[config.mk]
export PLATFORM = sky130hd
export DESIGN_NAME = scl_sync_gen
export DESIGN_NICKNAME = d
export VERILOG_FILES = /design/src/rtl/scl_gen_pkg.sv /design/src/rtl/scl_period_counter.sv /design/src/rtl/scl_phase_fsm.sv /design/src/rtl/scl_sync_gen.sv
export SDC_FILE = /design/constraint.sdc
export NUM_CORES = 1
export LEC_CHECK = 0
export ABC_AREA = 0
export CAP_MARGIN = 25
export CORE_AREA = 2 2 80 82
export CTS_CLUSTER_SIZE = 10
export DETAILED_ROUTE_END_ITERATION = 7
export DIE_AREA = 0 0 82 84
export PLACE_DENSITY = 0.51
export SETUP_SLACK_MARGIN = 0.2
export SLEW_MARGIN = 20
export SYNTH_ARGS = -nofsm -noshare
export SYNTH_HDL_FRONTEND = slang
export SYNTH_SLANG_ARGS = --single-unit
[constraint.sdc]
create_clock -name clk -period 4.35 [get_ports clk]
set_input_delay 0.6525 -clock clk [delete_from_list [all_inputs] [get_ports clk]]
set_output_delay 0.6525 -clock clk [all_outputs]
set_load 0.02 [all_outputs]
[src/rtl/scl_gen_pkg.sv]
// Package: shared types for the wired-AND SCL clock generator.
// Assumes nothing beyond standard SystemVerilog enum support.
package scl_gen_pkg;

    // Phase of the clock generator.
    typedef enum logic [1:0] {
        PH_IDLE = 2'd0,  // disabled, line released
        PH_HIGH = 2'd1,  // line seen high, counting high phase
        PH_LOW  = 2'd2,  // pulling the line, counting low phase
        PH_WAIT = 2'd3   // released, waiting for the line to rise
    } phase_t;

    // Which programmed count is loaded at a phase start.
    typedef enum logic {
        SEL_HIGH = 1'b0,
        SEL_LOW  = 1'b1
    } cnt_sel_t;

endpackage

[src/rtl/scl_period_counter.sv]
// Module: down counter that times one clock phase.
// Loads a programmed count (0 is promoted to 1) at a phase start and
// counts down to 1. It assumes the controller issues load, dec and clr
// one at a time, with clr winning.
module scl_period_counter #(
    parameter int CNT_W = 16
) (
    input  logic             clk,
    input  logic             rst_n,
    input  logic             clr,
    input  logic             load,
    input  logic [CNT_W-1:0] load_val,
    input  logic             dec,
    output logic [CNT_W-1:0] cnt,
    output logic             last
);

    localparam logic [CNT_W-1:0] ONE = CNT_W'(1);

    logic [CNT_W-1:0] load_eff;

    // Promote a zero count to one cycle.
    always_comb load_eff = (load_val == '0) ? ONE : load_val;

    // Hold, load or decrement the phase count.
    always_ff @(posedge clk) begin
        if (!rst_n) begin
            cnt <= '0;
        end else if (clr) begin
            cnt <= '0;
        end else if (load) begin
            cnt <= load_eff;
        end else if (dec && (cnt > ONE)) begin
            cnt <= cnt - ONE;
        end
    end

    // Flag the final cycle of a phase.
    always_comb last = (cnt <= ONE);

endmodule

[src/rtl/scl_phase_fsm.sv]
// Module: phase controller for the SCL generator.
// Moves between idle, high count, low count and high wait, based on the
// filtered line level and the counter's last-cycle flag. It assumes that
// scl_in is already synchronized and deglitched.
module scl_phase_fsm
    import scl_gen_pkg::*;
(
    input  logic     clk,
    input  logic     rst_n,
    input  logic     enable,
    input  logic     scl_in,
    input  logic     cnt_last,
    output phase_t   phase,
    output logic     cnt_load,
    output cnt_sel_t cnt_sel,
    output logic     cnt_dec,
    output logic     cnt_clr
);

    phase_t phase_nxt;

    // Compute the next phase and the counter commands.
    always_comb begin
        phase_nxt = phase;
        cnt_load  = 1'b0;
        cnt_sel   = SEL_HIGH;
        cnt_dec   = 1'b0;
        cnt_clr   = 1'b0;
        if (!enable) begin
            phase_nxt = PH_IDLE;
            cnt_clr   = 1'b1;
        end else begin
            case (phase)
                PH_IDLE: begin
                    if (scl_in) begin
                        phase_nxt = PH_HIGH;
                        cnt_load  = 1'b1;
                        cnt_sel   = SEL_HIGH;
                    end else begin
                        phase_nxt = PH_WAIT;
                    end
                end
                PH_HIGH: begin
                    if (!scl_in || cnt_last) begin
                        phase_nxt = PH_LOW;
                        cnt_load  = 1'b1;
                        cnt_sel   = SEL_LOW;
                    end else begin
                        cnt_dec = 1'b1;
                    end
                end
                PH_LOW: begin
                    if (cnt_last) begin
                        phase_nxt = PH_WAIT;
                    end else begin
                        cnt_dec = 1'b1;
                    end
                end
                PH_WAIT: begin
                    if (scl_in) begin
                        phase_nxt = PH_HIGH;
                        cnt_load  = 1'b1;
                        cnt_sel   = SEL_HIGH;
                    end
                end
                default: phase_nxt = PH_IDLE;
            endcase
        end
    end

    // Register the phase.
    always_ff @(posedge clk) begin
        if (!rst_n) begin
            phase <= PH_IDLE;
        end else begin
            phase <= phase_nxt;
        end
    end

endmodule

[src/rtl/scl_sync_gen.sv]
// Module: wired-AND SCL clock generator (top).
// Produces an open-drain pull request for a shared clock line. Low and
// high phases are timed from the observed line level, so the block
// stays in step with other masters and honours clock stretching. It
// assumes that scl_in is the filtered line level and reflects the
// block's own pull within the same cycle or later.
module scl_sync_gen
    import scl_gen_pkg::*;
#(
    parameter int CNT_W = 16
) (
    input  logic             clk,
    input  logic             rst_n,
    input  logic             enable,
    input  logic             scl_in,
    input  logic [CNT_W-1:0] low_count,
    input  logic [CNT_W-1:0] high_count,
    output logic             scl_pull,
    output logic             high_wait
);

    phase_t           phase;
    cnt_sel_t         cnt_sel;
    logic             cnt_load;
    logic             cnt_dec;
    logic             cnt_clr;
    logic             cnt_last;
    logic [CNT_W-1:0] cnt;
    logic [CNT_W-1:0] load_val;

    scl_phase_fsm u_fsm (
        .clk      (clk),
        .rst_n    (rst_n),
        .enable   (enable),
        .scl_in   (scl_in),
        .cnt_last (cnt_last),
        .phase    (phase),
        .cnt_load (cnt_load),
        .cnt_sel  (cnt_sel),
        .cnt_dec  (cnt_dec),
        .cnt_clr  (cnt_clr)
    );

    // Choose the programmed count for the phase about to start.
    always_comb load_val = (cnt_sel == SEL_LOW) ? low_count : high_count;

    scl_period_counter #(.CNT_W(CNT_W)) u_cnt (
        .clk      (clk),
        .rst_n    (rst_n),
        .clr      (cnt_clr),
        .load     (cnt_load),
        .load_val (load_val),
        .dec      (cnt_dec),
        .cnt      (cnt),
        .last     (cnt_last)
    );

    // Pull the line only during the low phase.
    always_comb scl_pull = (phase == PH_LOW);

    // Flag an active, released block that sees the line low.
    always_comb high_wait = ((phase == PH_HIGH) || (phase == PH_WAIT)) && !scl_in;

endmodule

**Yosys cells after proc, flatten, opt, wreduce, memory -nomap -nowiden**

Cells that the tools add are included.

- Output and inout port bits: 2
- Input bits: 36
- Flip-flop bits (word level): 18
- Word-level logic and storage cells: 41

- Equal/unequal tests: 6
- Reduce and logical (&&, ||, !) cells: 11
- Order comparisons: 2
- $add $sub $neg: 1
- Multiplexer cells: 19

Operator list:

| kind | number |
|---|---|
| 2-to-1 mux 16 bit | 4 |
| greater-than comparator 16 x 1 -> 1 bit, second input constant | 1 |
| <= comparator 16 x 1 -> 1 bit, second input constant | 1 |
| zero test 16 bit | 1 |
| subtractor 16 x 1 -> 16 bit, second input constant | 1 |
| 2-to-1 mux 1 bit | 8 |
| 2-to-1 mux 2 bit | 4 |
| case mux 2 bit (4 select lines) | 1 |
| == test 2 bit, second input constant | 2 |
| inequality test 2 x 1 -> 1 bit, second input constant | 2 |
| case mux 1 bit (2 select lines) | 2 |
| AND reduction 3 bit | 1 |
| == test 2 x 1 -> 1 bit, second input constant | 1 |
| logical AND 1 bit | 2 |
| zero test 2 bit | 1 |
| logical OR 1 bit | 2 |
| inequality test 2 bit, second input constant | 1 |
| AND reduction 2 bit | 1 |
| nonzero test 2 bit | 1 |
| OR reduction 2 bit | 1 |
| zero test 1 bit | 1 |

**Logic depth before layout (Yosys ltp)**

Gate-level depths: netlist of the first run.

- Depth in word-level cells: 9
- Mapped depth: 8
- Mapped depth without buffers: 7

**By module**

A second synthesis of the first run with hierarchy kept.

- Cells, all modules: 181
- Area, all modules: 1,587.8 um^2

By module, submodules not included:

| module | instances | area each (um^2) | sequential area each (um^2) | cells each |
|---|---|---|---|---|
| scl_period_counter | 1 | 1,094.8 | 320.3 | 134 |
| scl_sync_gen | 1 | 261.5 | 0.0 | 20 |
| scl_phase_fsm | 1 | 231.5 | 40.0 | 27 |

**Worst setup path before layout of the first run**

Ideal clock, no wire load.

- Path type: reg2reg
- Start: register u_cnt.cnt[4]
- End: register u_cnt.cnt[1]
- Path slack: 2.151 ns
- Path buffers: 2
- Data arrival time: 2.124 ns
- Required time: 4.275 ns
- Stages on the path, launching flop included: 8
- Clock period less this slack: 2.199 ns
- Path through: dfxtp_1 -> or4_1 -> buf_2 -> or2_0 -> buf_2 -> o21ai_0 -> mux2_2 -> o22ai_1

- Word-level cells in the longest chain between the ends: 9
- Elaborated cells between the ends (all ways): 18
- Classes of those cells: order compare: 2; mux: 12; reduce/logical: 4

Ends and longest elaborated chain:

| element | RTL line | RTL |
|---|---|---|
| start: declaration | scl_period_counter.sv:14 | `output logic [CNT_W-1:0] cnt,` |
| start signal: assignment | scl_period_counter.sv:32 | `cnt <= load_eff;` |
| start signal: assignment | scl_period_counter.sv:34 | `cnt <= cnt - ONE;` |
| <= comparator 16 x 1 -> 1 bit | scl_period_counter.sv:39 | `always_comb last = (cnt <= ONE);` |
| logical OR 1 bit | scl_phase_fsm.sv:44 | `if (!scl_in \|\| cnt_last) begin` |
| 2-to-1 mux 1 bit | scl_phase_fsm.sv:44 |  |
| 2-to-1 mux 1 bit | n/a |  |
| 2-to-1 mux 1 bit | scl_phase_fsm.sv:29 | `if (!enable) begin` |
| 2-to-1 mux 16 bit | scl_sync_gen.sv:45 | `always_comb load_val = (cnt_sel == SEL_LOW) ? low_count : high_count;` |
| zero test 16 bit | scl_period_counter.sv:23 | `always_comb load_eff = (load_val == '0) ? ONE : load_val;` |
| 2-to-1 mux 16 bit | scl_period_counter.sv:23 |  |
| 2-to-1 mux 16 bit | scl_period_counter.sv:31 | `end else if (load) begin` |

Parallel ways exist; a longest one is shown, timed or not.
A chain may end at the register's enable or synchronous reset.

**Final worst setup path of the first run**

- Start: register u_cnt.cnt[10]
- End: register u_cnt.cnt[15]

The elaborated chain is that of the path after synthesis.

==> results list, run 1 <==
- The root buffer cell chosen for the clock tree is clkbuf_8.
* Area of the placeable core: 0.00610 mm²
* Critical Path Source Type: register
* Number of instances in the synthesized netlist: 184
- Final hold slack: 0.544 ns
- Standard-cell row count: 29
* Post-Synth Simple-Gate Area: 0.205
* Cell internal power dissipation: 326 µW
* Violation count after the first detailed-routing iteration: 89
* Number of antenna violations at the first check in global routing: 0
- Largest net degree at the start of global routing: 21
- Pwr per Cell Area: 274 mW/mm²
- Fraction of layout cells with a size suffix above 1: 0.0556
- Number of nets with antenna violations after detailed routing: 0
- Number of buffers inserted to repair setup after CTS: 0
- The clock passes through at most 2 buffers.
- TritonCTS built the clock tree.
- Via count: 1513
- Number of slew-limit violations in the final report: 0
* Combinational share of power: 0.414
* Largest family of logic cells by synthesized area: compound AO/OA/AOI/OAI gates
- Quantity of I/O buffers inserted on ports: 37
* First-pass GRT wire length: 7510 µm
* Vias in the first global route: 1536
- Power share of the clock group: 0.232
- Of all nets on the critical path, the largest fanout is 20.
- Critical path arrival: 2.97 ns
- The library cell used most frequently in the layout, excluding fill and tap cells, is clkdlybuf4s50_1.
- Complex-gate fraction of the synthesized area: 0.321
- Summed instance area of the synthesized netlist: 0.00148 mm²
- After filler insertion, the fill cell instance count of the layout stands at 688.
- Type of element capturing the critical path: register
* Clock input transition at the sequential cells of the worst setup and hold paths: 0.07 ns
- Overall die height: 84 µm
* Relative area change from synthesis to final layout: 31.9%
- The tool flagged a number of max-cap violations equal to 0.
* DRC violations left: 0
- Total Neg Setup Slack: 0 ns
- Synthesis produced a netlist with a net count of 227.
* Area contributors post-synth: dfxtp_1 (24%), a211oi_1 (14%), ha_1 (5.9%), xor2_1 (4.1%), inv_1 (3.6%)
- Average vias per placed instance: 5.16
* Total count of hold-check failures in the final report: 0
- Boundary pin count: 38
* Post-synthesis sequential element count: 18
* Post-synth cell types: 43
* Critical path buffers and inverters: 0
* Non-Filler Cell Area, Final: 0.00195 mm²
* Setup slack after layout: 1.50 ns
* Area after DPL: 0.00191 mm²
* Global-route usage over all layers: 0.140
- In this run the tightest slew margin relative to its limit is 0.303.
- Worst-Margin Slew: 1.04 ns
- Setup repair after global routing left no endpoint under its margin.
- Cells along the critical path: nor4_1 > o2111ai_1 > o31a_1 > a211oi_1 > a211oi_1
* Most frequent cell on the critical path: a211oi_1
* Required time worst endpoint: 4.47 ns
* Later-pin clock latency in the skew report: 0.26 ns
- Starting density of the core: 0.243
- In this run the power spent charging and discharging nets is 208 µW.
- Multiplexer fraction of the synthesized cell area: 0.0423
* Max Clock Freq: 351 MHz
- Peak ir drop on the vdd network: 0.000124 V
- Wire length reported by the detailed router: 4510 µm
- Result of the run: completed
* DP HPWL: 3560 µm
- The final layout contains 261 nets.
- In the layout the commonest cells are clkdlybuf4s50_1 (37), a211oi_1 (28), dfxtp_1 (18).
- Average instance area after synthesis: 8.04 µm²
* Biggest area consumer among synthesized cells: dfxtp_1
* Total overflow reported by the global router: 0
* Ratio of final minimum period to clock period: 0.655
- Master of the slowest instance on the critical path: o31a_1
- At the end of routability-driven placement, the weighted congestion stood at 0.777.
- Of the total power, the share spent switching nets is 0.389.
- The analysis attributes to cell leakage a power of 0.000683 µW.
- Synthesized-area fraction occupied by xor and xnor cells: 0.0592
- Relative contribution of sequential cells to total power: 0.353
- Counting I/O delays and the setup requirement, the final critical path takes 2.85 ns.
- On the final layout, the worst clock skew is 0.00471 ns.
* Proportion of synthesized chip area in sequential cells: 0.243
- Post-cts resize count: 0
- Chip width: 82 µm
- Clock tree synthesis found a total of 18 sinks.
- Overall power of the completed layout: 534 µW
* Biggest cell delay along the critical path: 0.70 ns
- Setup violations remaining at the end of the flow were counted as 0.
- CTS Buf Count: 3
* # H-tree levels: 1
- The die covers 0.00689 mm².
- In the final routed layout, each cell accounts on average for 15.4 µm.
- Buffers inserted to repair hold after CTS numbered 0.
* Ant. Diodes: 0
* Router iterations before antenna repair: 4
- Kind of path behind the tightest hold check: register to register
- Fraction of the mapped netlist area in adder cells: 0.0592
* Delay-heaviest family, CP: compound AO/OA/AOI/OAI gates
* Synth top area share: 0.243
- Yosys warns: 0
- Type of the setup path with the least slack: register to register
- Worst setup timing slack at the placement stage: 1.35 ns
[cells by family (layout without fill, tap and decap cells)]
logic type | count (synthesis) | count (layout)
AOI/OAI and AO/OA | 63 | 63
xor gates and xnor gates | 10 | 10
adders and majority gates | 7 | 7
buffers and inverters | 24 | 56
DFF | 18 | 18
muxes | 6 | 6
and+or+nand+nor | 56 | 56
[cell usage after synthesis (all sizes together)]
library cell and number:
a211oi 28, a21boi 1, a21o 2, a21oi 4, a311oi 6, a31o 1
a31oi 1, a41oi 2, buf 6, clkbuf 4, dfxtp 18, ha 7
inv 14, mux2 2, mux2i 4, nand2 12, nand2b 1, nand3 4
nand4 4, nor2 8, nor2b 3, nor3 9, nor3b 1, nor4 9
nor4b 1, o2111a 1, o2111ai 1, o211ai 2, o21ai 7, o22ai 4
o31a 1, o31ai 1, o41ai 1, or2 1, or3 1, or3b 1
or4 1, xnor2 3, xor2 7
[worst paths after layout]
kind	start	to	slack, ns	cells past startpoint
max reg2reg	u_cnt.cnt[10]	u_cnt.cnt[15]	1.50	5
min reg2reg	u_cnt.cnt[3]	u_cnt.cnt[3]	0.54	2
min	u_cnt.cnt[3]	u_cnt.cnt[3]	0.54	2
max	u_cnt.cnt[10]	u_cnt.cnt[15]	1.50	5
[final cells by class]
cell class	instances	area [µm²]	share of cell area
multi-input cells	142	1020	0.521
clock buffers	3	41.3	0.0212
inverters	14	52.6	0.0269
repair buffers	39	385	0.197
flip-flops and latches	18	360	0.185
well taps	77	96.3	0.0494
[power by group through the flow]
stage                     logic, µW  clock network (µW)  registers (µW)
after floorplan                 154                   0             189
after global placement          221                   0             192
after detailed placement        220                   0             192
after CTS                       221                 124             189
after global routing            244                 130             191
final                           221                 124             189
[per-stage QoR]
| step | std cells | util |
|---|---|---|
| global route | 293 | 0.320 |
| detailed placement | 290 | 0.313 |
| global placement | 290 | 0.313 |
| floorplan | 184 | - |
| CTS | 293 | 0.320 |
| finish | 293 | 0.320 |
[metal layers]
layer  part of all wire  vias up  GRT usage
met5                  0        -          0
met4              0.012        0     0.0288
met3              0.031        7     0.0238
met2               0.49       27      0.239
met1               0.47      699      0.181
li1                   -      780          -
[sequential cells by signal, indices dropped and copies added (netlist names)]
name and cells:
u_fsm.phase 2, u_cnt.cnt 16
[worst min-delay path, stage by stage, from the launching register on]
cell and delay (ns):
dfxtp_1 0.34, o41ai_1 0.07, a311oi_1 0.09
No activity file was read; power rests on OpenSTA's default activity.
==> run 2, diff against run 1 <==
==> constraint.sdc (replaced) <==
create_clock -name clk -period 2.76 [get_ports clk]
set_input_delay 0.414 -clock clk [delete_from_list [all_inputs] [get_ports clk]]
set_output_delay 0.414 -clock clk [all_outputs]
set_load 0.02 [all_outputs]
==> results list, run 2 (synthesized netlist as in run 1, its figures left out) <==
- Result of the run: completed (unchanged)
* CTS Buf Count: 3 (unchanged)
- The most frequent cell on the critical path was a211oi_1 (unchanged).
* Number of slew-limit violations in the final report: 0 (unchanged)
* Setup slack after layout: 0.314 ns (was 1.50 ns)
- The number of filler instances in the final layout came to 659 (was 688).
* Clock tree root buffer cell: clkbuf_8 (unchanged)
- Average vias per placed instance: 5.08 (was 5.16)
- Number of flip-flops under the largest register name: 16 (unchanged)
* Most flops, register: u_cnt.cnt (unchanged)
* Total count of hold-check failures in the final report: 0 (unchanged)
- The remaining global-route overflow came to 0 (unchanged).
- The CTS tree was done (unchanged).
- RSZ-0062 raised after global routing: no (unchanged).
* Critical path buffers and inverters: 1 (was 0)
- Clock Tree Buf Depth: 2 (unchanged)
- The largest fanout on the critical path came to 12 (was 20).
* Ant. Diodes: 0 (unchanged)
* Boundary pin count: 38 (unchanged)
- Peak ir drop on the vdd network: 0.000190 V (was 0.000124 V)
* Required time worst endpoint: 2.88 ns (was 4.47 ns)
- Most frequent standard cell in the layout excluding fill and tap cells: clkdlybuf4s50_1 (unchanged)
- Type of the setup path with the least slack: register to register (unchanged)
- Shortest clock period the worst path allows after layout: 2.45 ns (was 2.85 ns)
- The family with the most delay on the worst path was simple AND/OR/NAND/NOR gates (was compound AO/OA/AOI/OAI gates).
- Highest-count cells in the layout ignoring fill and taps: clkdlybuf4s50_1 (37), a211oi_1 (28), dfxtp_1 (18) (unchanged)
* Max Clock Freq: 409 MHz (was 351 MHz)
- Type of element capturing the critical path: register (unchanged)
* Non-Filler Cell Area, Final: 0.00203 mm² (was 0.00195 mm²)
- Later-pin clock latency in the skew report: 0.26 ns (about the same)
- The detailed-route via count came to 1539 (was 1513).
- The global-route wire length before repair is 7270 µm (was 7510 µm).
* Total Neg Setup Slack: 0 ns (unchanged)
- The number of global-route vias before repair was 1530 (was 1536).
- # H-tree levels: 1 (unchanged)
* Layout Skew: 0.00287 ns (was 0.00471 ns)
- Worst-Margin Slew: 0.526 ns (was 1.04 ns)
* Wire length reported by the detailed router: 4370 µm (was 4510 µm)
- Overall die height: 84 µm (unchanged)
* Critical path arrival: 2.57 ns (was 2.97 ns)
- The share of the core filled with cells in the final layout was 0.334 (was 0.320).
* Relative area change from synthesis to final layout: 37.4% (was 31.9%)
- Chip width: 82 µm (unchanged)
- The DRC violation count after routing came to 0 (unchanged).
* Critical Path Source Type: register (unchanged)
* Fraction of layout cells with a size suffix above 1: 0.0973 (was 0.0556)
- Static leakage power: 0.000736 µW (was 0.000683 µW)
- DP HPWL: 3640 µm (was 3560 µm)
- Routed wirelength normalized by instance count: 14.4 µm (was 15.4 µm)
- Standard-cell row count: 29 (unchanged)
* Starting density of the core: 0.243 (unchanged)
* Cells along the critical path: or4_1 > or2_1 > o31a_1 > buf_4 > a211oi_1 > a211oi_1 (was nor4_1 > o2111ai_1 > o31a_1 > a211oi_1 > a211oi_1)
- The fraction of the cycle the final worst path needs is 0.886 (was 0.655).
- The total routing usage reported by global routing came to 0.133 (was 0.140).
* Area of the placeable core: 0.00610 mm² (unchanged)
- Placer's final routability congestion estimate: 0.812 (was 0.777)
- The sink count of the clock tree came to 18 (unchanged).
- Master of the slowest instance on the critical path: or4_1 (was o31a_1)
- Router iterations before antenna repair: 4 (unchanged)
- The post-detailed-route count of antenna-violating nets was 0 (unchanged).
* Slew Limit Headroom: 0.648 (was 0.303)
- The post-detailed-placement cell area is 0.00198 mm² (was 0.00191 mm²).
* Quantity of I/O buffers inserted on ports: 37 (unchanged)
* Biggest cell delay along the critical path: 0.67 ns (was 0.70 ns)
* Largest net degree at the start of global routing: 15 (was 21)
- The clock transition at the register clock pins on the worst setup and hold paths after CTS came to 0.07 ns (about the same).
- Biggest registers after layout: u_cnt.cnt (16), u_fsm.phase (2) (unchanged)
- The area enclosed by the die boundary came to 0.00689 mm² (unchanged).
- The classification of the worst-slack hold path was register to register (unchanged).
- Number of antenna violations at the first check in global routing: 0 (unchanged)
- The total power per unit cell area was 448 mW/mm² (was 274 mW/mm²).
- Violation count after the first detailed-routing iteration: 86 (was 89)
* Setup violations, final: 0 (unchanged)
- The pre-CTS setup slack came to 0.257 ns (was 1.35 ns).
- The number of nets in the layout was 270 (was 261).
- Final hold slack: 0.561 ns (was 0.544 ns)
- The total of max-cap violations was 0 (unchanged).
run 2: what timing repair did:
item | in CTS | in global routing
setup endpoints to repair | 0 | 3
resized for setup | 0 | 2
buffers inserted | 0 | 0
endpoints found under the hold margin | 0 | 0
hold buffers | 0 | 0
run 2: final cells by class:
cell class | count | area (µm²) | share of cell area
multi-input cells | 142 | 1020 | 0.500
repair buffers | 48 | 453 | 0.223
flip-flops and latches | 18 | 360 | 0.177
well taps | 77 | 96.3 | 0.0474
clock buffers | 4 | 55.1 | 0.0271
inverters | 14 | 52.6 | 0.0258
run 2: through the flow:
stage | cells | total power (µW)
final | 303 | 910
after global routing | 303 | 967
after CTS | 303 | 911
after detailed placement | 299 | 693
after global placement | 299 | 694
after floorplan | 184 | 540
run 2: report_power, final:
group          total [µW]  leakage (µW)  switching, µW  internal [µW]
clock                 221     0.0000288           93.9            127
combinational         392      0.000561            217            175
sequential            298      0.000147           19.6            278
run 2: worst min-delay path, stage by stage (launching register included):
cell and delay (ns):
dfxtp_1 0.34, o41ai_1 0.09, a311oi_1 0.08
run 2: routing by layer:
layer	vias up	track usage	share of wire
met2	27	0.218	0.48
met3	6	0.0260	0.035
met5	-	0	0
li1	796	-	-
met4	0	0.0288	0.015
met1	710	0.178	0.47
run 2: final timing paths:
| path | to | depth (start not counted) | from | slack (ns) |
|---|---|---|---|---|
| max | u_cnt.cnt[2] | 6 | u_cnt.cnt[4] | 0.31 |
| min | u_cnt.cnt[3] | 2 | u_cnt.cnt[3] | 0.56 |
| max reg2reg | u_cnt.cnt[2] | 6 | u_cnt.cnt[4] | 0.31 |
| min reg2reg | u_cnt.cnt[3] | 2 | u_cnt.cnt[3] | 0.56 |
